--- config.mk ---
export PLATFORM = sky130hd
export DESIGN_NAME = sprcache_loader
export DESIGN_NICKNAME = d
export VERILOG_FILES = /design/src/rtl/sprcache_pkg.sv /design/src/rtl/sprcache_trigger.sv /design/src/rtl/sprcache_seq.sv /design/src/rtl/sprcache_split.sv /design/src/rtl/sprcache_loader.sv
export SDC_FILE = /design/constraint.sdc
export NUM_CORES = 1
export LEC_CHECK = 0
export BUFFER_PORTS_ARGS = -buffer_cell sky130_fd_sc_hd__buf_2
export CORE_MARGIN = 4
export CORE_UTILIZATION = 56
export CTS_CLUSTER_DIAMETER = 40
export DETAILED_ROUTE_END_ITERATION = 6
export HOLD_SLACK_MARGIN = 0.02
export PLACE_DENSITY = 0.85
export SLEW_MARGIN = 25
export SYNTH_ARGS = -nofsm -noshare
export SYNTH_HDL_FRONTEND = slang
export SYNTH_HIERARCHICAL = 1
export SYNTH_SLANG_ARGS = --single-unit
--- constraint.sdc ---
create_clock -name clk -period 6.7 [get_ports clk]
set_input_delay 1.005 -clock clk [delete_from_list [all_inputs] [get_ports clk]]
set_output_delay 1.005 -clock clk [all_outputs]
set_load 0.02 [all_outputs]
--- src/rtl/sprcache_pkg.sv ---
package sprcache_pkg;
   localparam int unsigned VRAM_DW = 16;
   localparam int unsigned PIX_W   = 8;
   localparam int unsigned LANES   = VRAM_DW / PIX_W;

   typedef enum logic [1:0] {
      SEQ_IDLE = 2'd0,
      SEQ_READ = 2'd1,
      SEQ_CPU  = 2'd2
   } seq_state_e;
endpackage

--- src/rtl/sprcache_trigger.sv ---
module sprcache_trigger #(
   parameter int unsigned LINE_W    = 10,
   parameter int unsigned TRIG_LINE = 13
) (
   input  logic              line_tick,
   input  logic [LINE_W-1:0] line_idx,
   output logic              hit
);
   localparam logic [LINE_W-1:0] MATCH = LINE_W'(TRIG_LINE);

   assign hit = line_tick && (line_idx == MATCH);
endmodule

--- src/rtl/sprcache_seq.sv ---
module sprcache_seq
   import sprcache_pkg::*;
#(
   parameter int unsigned WORDS     = 16384,
   parameter int unsigned VRAM_AW   = 18,
   parameter int unsigned BASE_ADDR = 0,
   localparam int unsigned IDX_W    = $clog2(WORDS)
) (
   input  logic               clk,
   input  logic               rst_n,
   input  logic               start,
   input  logic               cpu_req,
   output logic               vram_rd,
   output logic [VRAM_AW-1:0] vram_addr,
   output logic               cpu_slot,
   output logic               idle,
   output logic               word_take,
   output logic [IDX_W-1:0]   word_idx
);
   localparam logic [IDX_W-1:0]   LAST = IDX_W'(WORDS - 1);
   localparam logic [VRAM_AW-1:0] BASE = VRAM_AW'(BASE_ADDR);

   seq_state_e       state;
   logic             ph;
   logic [IDX_W-1:0] cnt;

   always_ff @(posedge clk) begin
      if (!rst_n) begin
         state <= SEQ_IDLE;
         ph    <= 1'b0;
         cnt   <= '0;
      end else begin
         unique case (state)
            SEQ_IDLE: begin
               if (start) begin
                  state <= SEQ_READ;
                  ph    <= 1'b0;
                  cnt   <= '0;
               end
            end
            SEQ_READ: begin
               if (!ph) begin
                  ph <= 1'b1;
               end else begin
                  ph <= 1'b0;
                  if (cnt == LAST) begin
                     state <= SEQ_IDLE;
                  end else begin
                     cnt   <= cnt + IDX_W'(1);
                     state <= cpu_req ? SEQ_CPU : SEQ_READ;
                  end
               end
            end
            SEQ_CPU: begin
               if (!ph) begin
                  ph <= 1'b1;
               end else begin
                  ph    <= 1'b0;
                  state <= SEQ_READ;
               end
            end
            default: state <= SEQ_IDLE;
         endcase
      end
   end

   assign vram_rd   = (state == SEQ_READ);
   assign vram_addr = BASE + VRAM_AW'(cnt);
   assign cpu_slot  = (state == SEQ_CPU);
   assign idle      = (state == SEQ_IDLE);
   assign word_take = (state == SEQ_READ) && ph;
   assign word_idx  = cnt;
endmodule

--- src/rtl/sprcache_split.sv ---
module sprcache_split
   import sprcache_pkg::*;
#(
   parameter int unsigned IDX_W = 14
) (
   input  logic               clk,
   input  logic               rst_n,
   input  logic               take,
   input  logic [IDX_W-1:0]   idx,
   input  logic [VRAM_DW-1:0] data,
   output logic               we,
   output logic [IDX_W:0]     waddr,
   output logic [PIX_W-1:0]   wdata,
   output logic               busy,
   output logic               last_hi
);
   logic [VRAM_DW-1:0]          hold;
   logic [IDX_W-1:0]            widx;
   logic                        sub;
   logic                        pend;
   logic [LANES-1:0][PIX_W-1:0] lanes;

   always_ff @(posedge clk) begin
      if (!rst_n) begin
         hold <= '0;
         widx <= '0;
         sub  <= 1'b0;
         pend <= 1'b0;
      end else if (take) begin
         hold <= data;
         widx <= idx;
         sub  <= 1'b0;
         pend <= 1'b1;
      end else if (pend) begin
         if (sub) pend <= 1'b0;
         else     sub  <= 1'b1;
      end
   end

   for (genvar g = 0; g < LANES; g++) begin : g_lane
      assign lanes[g] = hold[g*PIX_W +: PIX_W];
   end

   assign we      = pend;
   assign waddr   = {widx, sub};
   assign wdata   = lanes[sub];
   assign busy    = pend;
   assign last_hi = pend && sub && (&widx);
endmodule

--- src/rtl/sprcache_loader.sv ---
module sprcache_loader
   import sprcache_pkg::*;
#(
   parameter int unsigned WORDS          = 16384,
   parameter int unsigned VRAM_AW        = 18,
   parameter int unsigned BASE_ADDR      = 0,
   parameter int unsigned LINE_W         = 10,
   parameter int unsigned FIRST_VIS_LINE = 16,
   parameter int unsigned LEAD_LINES     = 3,
   localparam int unsigned IDX_W         = $clog2(WORDS),
   localparam int unsigned CACHE_AW      = IDX_W + 1
) (
   input  logic                clk,
   input  logic                rst_n,
   input  logic                line_tick,
   input  logic [LINE_W-1:0]   line_idx,
   output logic                vram_rd,
   output logic [VRAM_AW-1:0]  vram_addr,
   input  logic [VRAM_DW-1:0]  vram_rdata,
   input  logic                cpu_req,
   output logic                cpu_gnt,
   output logic                cache_we,
   output logic [CACHE_AW-1:0] cache_addr,
   output logic [PIX_W-1:0]    cache_wdata,
   output logic                fill_done
);
   localparam int unsigned TRIG_LINE = FIRST_VIS_LINE - LEAD_LINES;

   if (WORDS < 2 || (WORDS & (WORDS - 1)) != 0) begin : g_bad_words
      $error("WORDS must be a power of two of at least 2");
   end
   if (VRAM_AW < IDX_W || (BASE_ADDR + WORDS) > (2 ** VRAM_AW)) begin : g_bad_aw
      $error("pattern area does not fit the video memory address range");
   end
   if (LEAD_LINES > FIRST_VIS_LINE || TRIG_LINE >= (2 ** LINE_W)) begin : g_bad_line
      $error("trigger line outside the line index range");
   end

   logic             hit, start, busy;
   logic             seq_idle, cpu_slot, word_take, split_busy, last_hi;
   logic [IDX_W-1:0] word_idx;

   sprcache_trigger #(
      .LINE_W   (LINE_W),
      .TRIG_LINE(TRIG_LINE)
   ) u_trig (
      .line_tick(line_tick),
      .line_idx (line_idx),
      .hit      (hit)
   );

   sprcache_seq #(
      .WORDS    (WORDS),
      .VRAM_AW  (VRAM_AW),
      .BASE_ADDR(BASE_ADDR)
   ) u_seq (
      .clk      (clk),
      .rst_n    (rst_n),
      .start    (start),
      .cpu_req  (cpu_req),
      .vram_rd  (vram_rd),
      .vram_addr(vram_addr),
      .cpu_slot (cpu_slot),
      .idle     (seq_idle),
      .word_take(word_take),
      .word_idx (word_idx)
   );

   sprcache_split #(
      .IDX_W(IDX_W)
   ) u_split (
      .clk    (clk),
      .rst_n  (rst_n),
      .take   (word_take),
      .idx    (word_idx),
      .data   (vram_rdata),
      .we     (cache_we),
      .waddr  (cache_addr),
      .wdata  (cache_wdata),
      .busy   (split_busy),
      .last_hi(last_hi)
   );

   assign busy    = !seq_idle || split_busy;
   assign start   = hit && !busy;
   assign cpu_gnt = seq_idle || cpu_slot;

   always_ff @(posedge clk) begin
      if (!rst_n)       fill_done <= 1'b0;
      else if (start)   fill_done <= 1'b0;
      else if (last_hi) fill_done <= 1'b1;
   end
endmodule

==> results.tsv, run 1 <==
metric	value	unit
post-synth cell types	43	
cts hold-fix bufs	0	
dpl cells	366	
Die X	76.5	um
Synth-to-Final Area Change	9.61	%
max-slew violations	0	
synth warn	6	
final hold vios	0	
dpl hpwl	4020	um
post-synthesis sequential area ratio	0.381	
CTS sink cnt	50	
register share of total power	0.595	
first-pass GRT wire length	9520	um
outcome	finished, final reports clean	
total die area	0.00585	mm^2
clock share of power	0.353	
IR drop worst, VDD	0.0811	mV
final worst-path cycle share	0.436	
Synth Flop Type	dfxtp_1	
share of synthesized flip-flops with an asynchronous set or reset	0	
Setup Skew	0.00472	ns
Final nets	356	
worst min-delay path category	flop to flop	
Worst Hold End	u_split/hold[9]	
fin crit period	2.92	ns
worst slew pin tran	0.988	ns
Clock Root Buffer	clkbuf_8	
initial antenna violation count	0	
Int Pwr	392	uW
sw power	108	uW
Worst EP arrival	3.17	ns
power share of the combinational group	0.052	
sw frac	0.215	
drt wl/cell	14.8	um
drt drc	0	
total power	500	uW
GRT Total Usage	0.196	
Pleak	1.15	nW
CTS Buf Count	5	
drt total wl	5550	um
Mapped Cells	274	
Avg Synthesized Cell Area	9.59	um^2
Post-Synthesis Cell Area	0.00263	mm^2
Max H-tree Level	2	
area leader, netlist	dfxtp_1	
Clock Path Buffers	2	
R2R setup slack	3.81	ns
TritonCTS clock tree	yes	
critical path capture point type	flop	
reg-to-reg startpoint	u_seq/state[1]	
final setup fails	0	
Rel. slew slack	0.341	
Pwr Density	173	mW/mm^2
largest fanout on the critical path	5	
Setup crit start kind	input port	
drt pass-1 iters	5	
hold_sp	u_split/hold[9]	
Reg2Reg Depth	7	
total congestion overflow	0	
FF-to-FF End	u_seq/word_idx[13]	
Synth Register Bits	50	
Core Util, Final	0.648	
finished layout cell area	0.00288	mm^2
WP data required	6.94	ns
Clock Latency Late Sink	0.30	ns
number of port buffers	70	
Starting Density	0.591	
postcts setup bufs	0	
Worst Hold Depth	2	
Inserted Diodes	0	
Max-Cap Viols	0	
Max Freq	0.342	GHz
setup TNS	0	ns
fin cells	374	
Die Ht	76.5	um
gpl congestion	0.799	
area of the core	0.00444	mm^2
Final ANT Viol Nets	0	
critical path class	input port to flop	
number of global-route vias before repair	2009	
post-synth top area share	0.381	
Ports	75	
top cells by area, synth	dfxtp_1, mux2i_1, nor2b_1	
DR vias/cell	5.55	
Resized Gates After CTS	0	
initial DRC count	146	
clock slew at reported path FFs	0.09	ns
RSZ-0062 raised after global routing	no	
layout cells sized above 1	0.301	
placed inst area	0.00279	mm^2
# rows	24	
EDFF count, synth	0	
largest net degree at the start of global routing	57	
vias	2075	
==> placed cells by master, fill, tap and decap left out, types with 2 or more instances in the layout <==
cell type	count
a21oi_1	5
a31oi_1	3
and2_1	5
and4_1	2
buf_2	70
clkbuf_8	6
conb_1	4
dfxtp_1	50
ha_1	5
inv_1	4
mux2_2	8
mux2i_1	31
nand2_1	25
nand3_1	4
nand4_1	8
nand4b_1	2
nor2_1	8
nor2b_1	33
nor4_2	2
o211ai_1	4
o21a_1	4
o21ai_0	9
o221a_2	3
o22ai_1	4
or3b_1	2
or4_1	2
or4b_1	2
==> area by class of cell <==
type | count | area [um^2]
fill | 378 | 1560
multi-input combinational | 190 | 1360
sequential | 50 | 1000
timing repair buffer | 70 | 350
clock buffer | 7 | 86.3
tap | 52 | 65.1
inverter | 4 | 15.0
clock inverter | 1 | 5.00
==> power groups by stage <==
| stage | Combinational (mW) | Clock (mW) | Sequential [mW] |
|---|---|---|---|
| after floorplan | 0.0170 | 0 | 0.304 |
| after global placement | 0.0254 | 0 | 0.304 |
| after detailed placement | 0.0260 | 0 | 0.304 |
| after CTS | 0.0262 | 0.181 | 0.297 |
| after global routing | 0.0291 | 0.193 | 0.297 |
| final | 0.0261 | 0.177 | 0.297 |
==> cells in the mapped netlist, types with 4 or more instances <==
cell type / instances
mux2_2: 8
and2_1: 6
clkbuf_1: 6
mux2i_1: 31
nand2_1: 25
nand4_1: 8
o21ai_0: 9
nor2b_1: 33
o211ai_1: 4
inv_1: 4
nand3_1: 4
nor2_1: 8
o22ai_1: 4
buf_4: 23
o21a_1: 4
dfxtp_1: 50
a21oi_1: 5
ha_1: 5
==> stage by stage <==
step	setup slack (ns)	hold WS, ns
floorplan	3.77	0.477
global placement	3.55	0.494
detailed placement	3.48	0.499
CTS	3.79	0.523
global route	3.58	0.545
finish	3.78	0.518
==> routing by layer <==
layer,global-route usage,routed length [um]
met5,0,0
met4,0.0543,69
met3,0.0414,349
met2,0.337,2710
met1,0.247,2420
==> kinds of logic after synthesis <==
kind of cell               Yosys count  share of synthesized area
DFF                                 50                      0.381
AOI/OAI and AO/OA                   36                     0.0914
buffers and inverters               37                      0.107
muxes                               39                      0.152
other                                1                    0.00143
adders and majority gates            5                     0.0238
and+or+nand+nor                    106                      0.243
==> worst max-delay path, cell delays in order <==
cell,delay [ns]
buf_2,0.10
or4b_1,0.53
nor4_2,0.26
and3b_1,0.22
nand2b_1,0.18
and2_1,0.22
nand2_1,0.08
or4_1,0.51
nand2_1,0.07
==> flip-flops by register name, indices dropped and copies added (netlist names) <==
signal	flops
u_split/widx	14
u_split/sub	1
u_split/busy	1
fill_done	1
u_seq/state	2
u_seq/word_idx	14
u_seq/ph	1
u_split/hold	16
==> worst max path at each step <==
stage               slack [ns]                  to         from  cells after the start
global route              3.58      u_seq/state[0]  line_idx[1]                      9
detailed placement        3.48  u_seq/word_idx[11]  line_idx[1]                      9
finish                    3.78  u_seq/word_idx[13]  line_idx[1]                      9
CTS                       3.79  u_seq/word_idx[11]  line_idx[1]                      9
floorplan                 3.77  u_seq/word_idx[13]  line_idx[1]                      8
global placement          3.55  u_seq/word_idx[13]  line_idx[1]                      9
Note: power is estimated with default switching activity, not from simulation.
==> run 2, diff against run 1 <==
--- a/config.mk
+++ b/config.mk
@@ -5,13 +5,14 @@
 export SDC_FILE = /design/constraint.sdc
 export NUM_CORES = 1
 export LEC_CHECK = 0
+export ABC_AREA = 1
 export BUFFER_PORTS_ARGS = -buffer_cell sky130_fd_sc_hd__buf_2
 export CORE_MARGIN = 4
-export CORE_UTILIZATION = 56
+export CORE_UTILIZATION = 47
 export CTS_CLUSTER_DIAMETER = 40
 export DETAILED_ROUTE_END_ITERATION = 6
 export HOLD_SLACK_MARGIN = 0.02
-export PLACE_DENSITY = 0.85
+export PLACE_DENSITY = 0.76
 export SLEW_MARGIN = 25
 export SYNTH_ARGS = -nofsm -noshare
 export SYNTH_HDL_FRONTEND = slang
==> constraint.sdc (replaced) <==
create_clock -name clk -period 2.45 [get_ports clk]
set_input_delay 0.3675 -clock clk [delete_from_list [all_inputs] [get_ports clk]]
set_output_delay 0.3675 -clock clk [all_outputs]
set_load 0.02 [all_outputs]
==> run 2 against run 1 <==
Net effect:
- first-iteration DRC count shrank 31%
- sequential share of layout area shrank 1.6 points
- combinational power grew to 24 times the previous value
- largest power group unchanged
- highest routed layer unchanged
==> results.tsv, run 2 <==
metric	value	unit
EDFF count, synth	0	
Final ANT Viol Nets	0	
first-pass GRT wire length	10700	um
Largest delay share family, worst path	simple AND/OR/NAND/NOR gates	
fin cells	533	
total die area	0.00709	mm^2
Die Ht	84.2	um
CTS Buf Count	5	
Synth-to-Final Area Change	10.4	%
number of port buffers	70	
instance count on the critical path	12	
clock slew at reported path FFs	0.10	ns
final hold vios	0	
commonest non-fill, non-tap cell in the layout	nor2_1	
max reg flops	16	
R2R setup slack	0.47	ns
count leader, synth	nor2_1	
IR drop worst, VDD	0.300	mV
Ports	75	
Core Util, Final	0.541	
TritonCTS clock tree	yes	
critical path's slowest cell	inv_1	
final setup fails	0	
drt total wl	6320	um
Biggest register	u_split/hold	
Setup Skew	0.00976	ns
layout cells sized above 1	0.210	
area leader, netlist	dfxtp_1	
Max H-tree Level	2	
Pwr Density	688	mW/mm^2
postcts setup bufs	0	
critical path class	flop to flop	
dpl cells	525	
Reg2Reg Depth	12	
Max Freq	0.504	GHz
Rel. slew slack	0.553	
Mapped Cells	414	
max-slew violations	0	
setup TNS	0	ns
largest fanout on the critical path	16	
reg-to-reg startpoint	u_seq/state[0]	
most used cell, CP	nand2_1	
worst min-delay path category	input port to flop	
# rows	27	
CP peak stage delay	0.39	ns
Clock Root Buffer	clkbuf_8	
FF-to-FF End	u_seq/word_idx[0]	
Synth Register Bits	50	
outcome	finished, final reports clean	
worst slew pin tran	0.670	ns
crit path capture	u_seq/word_idx[0]	
initial antenna violation count	0	
worst path cell trace	inv_1 > ha_1 > nand2_1 > nor2_2 > inv_1 > nand2_1 > o21ai_0 > inv_1 > nand2_8 > nand2_1 > nand2_1 > nor2_1	
initial DRC count	101	
DR vias/cell	4.95	
WP data required	2.69	ns
critical path buffer and inverter count	3	
Resized Gates After CTS	0	
Avg Synthesized Cell Area	6.60	um^2
Die X	84.2	um
Worst EP arrival	2.22	ns
fin crit period	1.98	ns
Post-Synthesis Cell Area	0.00273	mm^2
number of global-route vias before repair	2318	
synth warn	6	
commonest cells after routing, fill and taps aside	nor2_1, nand2_1, buf_2	
critical path capture point type	flop	
drt drc	0	
GRT Total Usage	0.178	
vias	2639	
largest net degree at the start of global routing	44	
drt pass-1 iters	5	
Synth top cells by count	nor2_1, nand2_1, dfxtp_1	
Clock Path Buffers	2	
placed inst area	0.00292	mm^2
Inserted Diodes	0	
CTS sink cnt	50	
gpl congestion	0.829	
post-synthesis sequential area ratio	0.366	
post-synth top area share	0.366	
cts hold-fix bufs	0	
area of the core	0.00557	mm^2
Pleak	1.50	nW
total congestion overflow	0	
final worst-path cycle share	0.810	
Clock Latency Late Sink	0.30	ns
Final nets	495	
dpl hpwl	4590	um
RSZ-0062 raised after global routing	no	
CP Launch Point	u_seq/state[0]	
drt wl/cell	11.9	um
Max-Cap Viols	0	
share of synthesized flip-flops with an asynchronous set or reset	0	
finished layout cell area	0.00302	mm^2
Starting Density	0.490	
Synth Flop Type	dfxtp_1	
top cells by area, synth	dfxtp_1, nor2_1, nand2_1	
Fin Hold WS	0.284	ns
Setup crit start kind	flop	
post-synth cell types	28	
## run 2: layout make-up
type / count / area, um^2
fillers: 543 / 2560
well taps: 72 / 90.1
flip-flops and latches: 50 / 1000
inverters: 34 / 128
repair buffers: 72 / 365
clock inverters: 3 / 28.8
multi-input cells: 297 / 1340
clock buffers: 5 / 68.8
## run 2: worst reg2reg max path, cell delays in order, from the launching register on
cell     delay [ns]
dfxtp_1        0.35
inv_1          0.09
ha_1           0.25
nand2_1        0.09
nor2_2         0.10
inv_1          0.05
nand2_1        0.08
o21ai_0        0.12
inv_1          0.39
nand2_8        0.15
nand2_1        0.09
nand2_1        0.05
nor2_1         0.13
## run 2: power breakdown
group	internal (mW)	switching [mW]
Combinational	0.199	0.425
Clock	0.212	0.289
Sequential	0.881	0.0685
Total	1.29	0.783
## run 2: metrics by stage
step                      worst slack [ns]  total power, mW
after CTS                            0.470             2.09
final                                0.466             2.07
after global placement               0.535             1.57
after detailed placement             0.457             1.59
after floorplan                      0.724             1.51
after global routing                 0.270             2.22
## run 2: how the worst min path moves through the flow
| stage | from | end | slack, ns | depth (start not counted) |
|---|---|---|---|---|
| final | vram_rdata[10] | u_split/hold[10] | 0.28 | 3 |
| after global routing | vram_rdata[0] | u_split/hold[0] | 0.28 | 3 |
| after CTS | vram_rdata[10] | u_split/hold[10] | 0.28 | 3 |
| after detailed placement | u_split/hold[5] | u_split/hold[5] | 0.46 | 2 |
| after global placement | u_split/hold[5] | u_split/hold[5] | 0.45 | 2 |
| after floorplan | u_split/hold[5] | u_split/hold[5] | 0.44 | 2 |
## run 2: logic make-up (layout without fill, tap and decap cells)
group                      after synthesis  after routing  synth area share
and+or+nand+nor                        231            231             0.351
buffers and inverters                   70            114             0.149
adders and majority gates                5              5            0.0229
other                                    1              4           0.00137
DFF                                     50             50             0.366
AOI/OAI and AO/OA                       57             57             0.109
## run 2: routing by layer
layer,up-vias,wire (um),GRT usage
li1,1364,-,-
met4,0,36,0.0395
met2,96,2970,0.289
met3,4,444,0.0363
met5,-,0,0
met1,1175,2870,0.245
==> run 3, diff against run 2 <==
--- a/config.mk
+++ b/config.mk
@@ -5,14 +5,14 @@
 export SDC_FILE = /design/constraint.sdc
 export NUM_CORES = 1
 export LEC_CHECK = 0
-export ABC_AREA = 1
+export ABC_AREA = 0
 export BUFFER_PORTS_ARGS = -buffer_cell sky130_fd_sc_hd__buf_2
 export CORE_MARGIN = 4
-export CORE_UTILIZATION = 47
+export CORE_UTILIZATION = 52
 export CTS_CLUSTER_DIAMETER = 40
 export DETAILED_ROUTE_END_ITERATION = 6
 export HOLD_SLACK_MARGIN = 0.02
-export PLACE_DENSITY = 0.76
+export PLACE_DENSITY = 0.8
 export SLEW_MARGIN = 25
 export SYNTH_ARGS = -nofsm -noshare
 export SYNTH_HDL_FRONTEND = slang
==> constraint.sdc (replaced) <==
create_clock -name clk -period 1.9 [get_ports clk]
set_input_delay 0.285 -clock clk [delete_from_list [all_inputs] [get_ports clk]]
set_output_delay 0.285 -clock clk [all_outputs]
set_load 0.02 [all_outputs]
==> run 3 against run 2 <==
Net effect:
- the flow now finishes with violations (negative setup slack)
- sequential share of layout area shrank 1.3 points
- core utilization grew 11 points
- global-route usage increased by 2.0 points
- register-to-register slack got worse by 0.44 ns
- die area is 12% lower
==> results.tsv, run 3 (synthesis gave the netlist of run 1 again) <==
metric	value	unit
Clock Path Buffers	2	
fin cells	408	
number of global-route vias before repair	2111	
total congestion overflow	0	
Clock Latency Late Sink	0.29	ns
outcome	finished, violations left	
Max-Cap Viols	0	
Final nets	376	
GRT Total Usage	0.198	
RSZ-0062 raised after global routing	yes	
max reg flops	16	
Core Util, Final	0.653	
Pleak	1.27	nW
fin crit period	1.96	ns
Inserted Diodes	0	
postcts setup bufs	0	
Die Ht	79.1	um
Ports	75	
worst min-delay path category	input port to flop	
critical path class	input port to flop	
critical path capture point type	flop	
drt pass-1 iters	4	
hold_sp	vram_rdata[15]	
DR vias/cell	5.30	
multi-input logic area	0.00143	mm^2
CP Launch Point	line_idx[7]	
drt total wl	6090	um
CTS sink cnt	50	
reg-to-reg startpoint	u_seq/word_idx[0]	
# rows	25	
failing checks	negative setup slack	
Biggest register	u_split/hold	
Max Freq	0.510	GHz
drt wl/cell	14.9	um
initial antenna violation count	0	
Clock Root Buffer	clkbuf_8	
cts hold-fix bufs	0	
Rel. slew slack	0.642	
gpl congestion	0.874	
Worst EP arrival	2.20	ns
CTS Buf Count	5	
vias	2164	
total die area	0.00626	mm^2
layout cells sized above 1	0.370	
dpl cells	400	
total power	1.91	mW
final setup fails	9	
first-pass GRT wire length	9960	um
TritonCTS clock tree	yes	
number of port buffers	70	
largest net degree at the start of global routing	33	
drt drc	0	
Starting Density	0.546	
worst slew pin tran	0.536	ns
fillers	418	
Final WS setup	-0.0591	ns
Max H-tree Level	2	
Setup crit start kind	input port	
Setup Skew	0.00596	ns
dpl hpwl	4320	um
largest fanout on the critical path	4	
pre-CTS WS	-0.451	ns
Final ANT Viol Nets	0	
clock slew at reported path FFs	0.09	ns
WP data required	2.14	ns
area of the core	0.00482	mm^2
commonest non-fill, non-tap cell in the layout	buf_2	
initial DRC count	156	
IR drop worst, VDD	0.366	mV
final worst-path cycle share	1.03	
Pwr Density	607	mW/mm^2
max-slew violations	0	
FF/Latch Area	0.00100	mm^2
final hold vios	0	
commonest cells after routing, fill and taps aside	buf_2, dfxtp_1, mux2i_1, nor2b_1, nand2_1	
Synth-to-Final Area Change	19.6	%
Die X	79.1	um
run 3: changes by cell type in the layout (fill, tap and decap cells not counted), moves of 22 or more:
cell,change
inv_1,-23
mux2i_1,+31
nand2_1,-67
nand3_1,-23
nor2_1,-90
nor2b_1,+31
o21ai_0,-22
run 3: per-layer routing:
metal | track usage | vias up | wire, um
met3 | 0.0420 | 4 | 307
met5 | 0 | - | 0
met4 | 0.0515 | 0 | 54
li1 | - | 1080 | -
met2 | 0.329 | 72 | 2890
met1 | 0.261 | 1008 | 2830
run 3: critical path, cell delays in order:
cell and delay (ns):
buf_6 0.09, or4b_4 0.53, nor4_4 0.27, and3b_1 0.20, nand2b_4 0.15, and2_4 0.16
nand2_2 0.05, or4_1 0.41, nand2_1 0.07
run 3: power breakdown:
part	internal (mW)	switching, mW
Clock	0.421	0.329
Sequential	1.05	0.000951
Combinational	0.0513	0.0594
run 3: worst paths after layout:
kind | end | slack, ns | depth (start not counted)
worst min-delay path | u_split/hold[15] | 0.25 | 3
worst max register to register | u_seq/word_idx[8] | 0.03 | 7
worst max-delay path | u_seq/word_idx[13] | -0.06 | 9
worst min register to register | u_split/hold[11] | 0.52 | 2
run 3: final cells by class:
class | instances | share of cell area
multi-input cells | 191 | 0.456
flip-flops and latches | 50 | 0.318
clock inverters | 1 | 0.00955
inverters | 4 | 0.00478
clock buffers | 6 | 0.0263
repair buffers | 89 | 0.159
well taps | 67 | 0.0267
run 3: repair_timing:
action,4_1_cts,5_1_grt
pin swaps,3,2
gates cloned,1,0
resized for setup,5,8
endpoints found under the setup margin,14,16
run 3: per-stage QoR:
| step | area (um^2) | hold WS [ns] | TNS, ns |
|---|---|---|---|
| finish | 3140 | 0.246 | -0.263 |
| global placement | 2960 | 0.490 | -5.16 |
| floorplan | 2650 | 0.413 | -2.30 |
| detailed placement | 2960 | 0.501 | -5.56 |
| global route | 3140 | 0.266 | -1.43 |
| CTS | 3110 | 0.238 | -0.0863 |
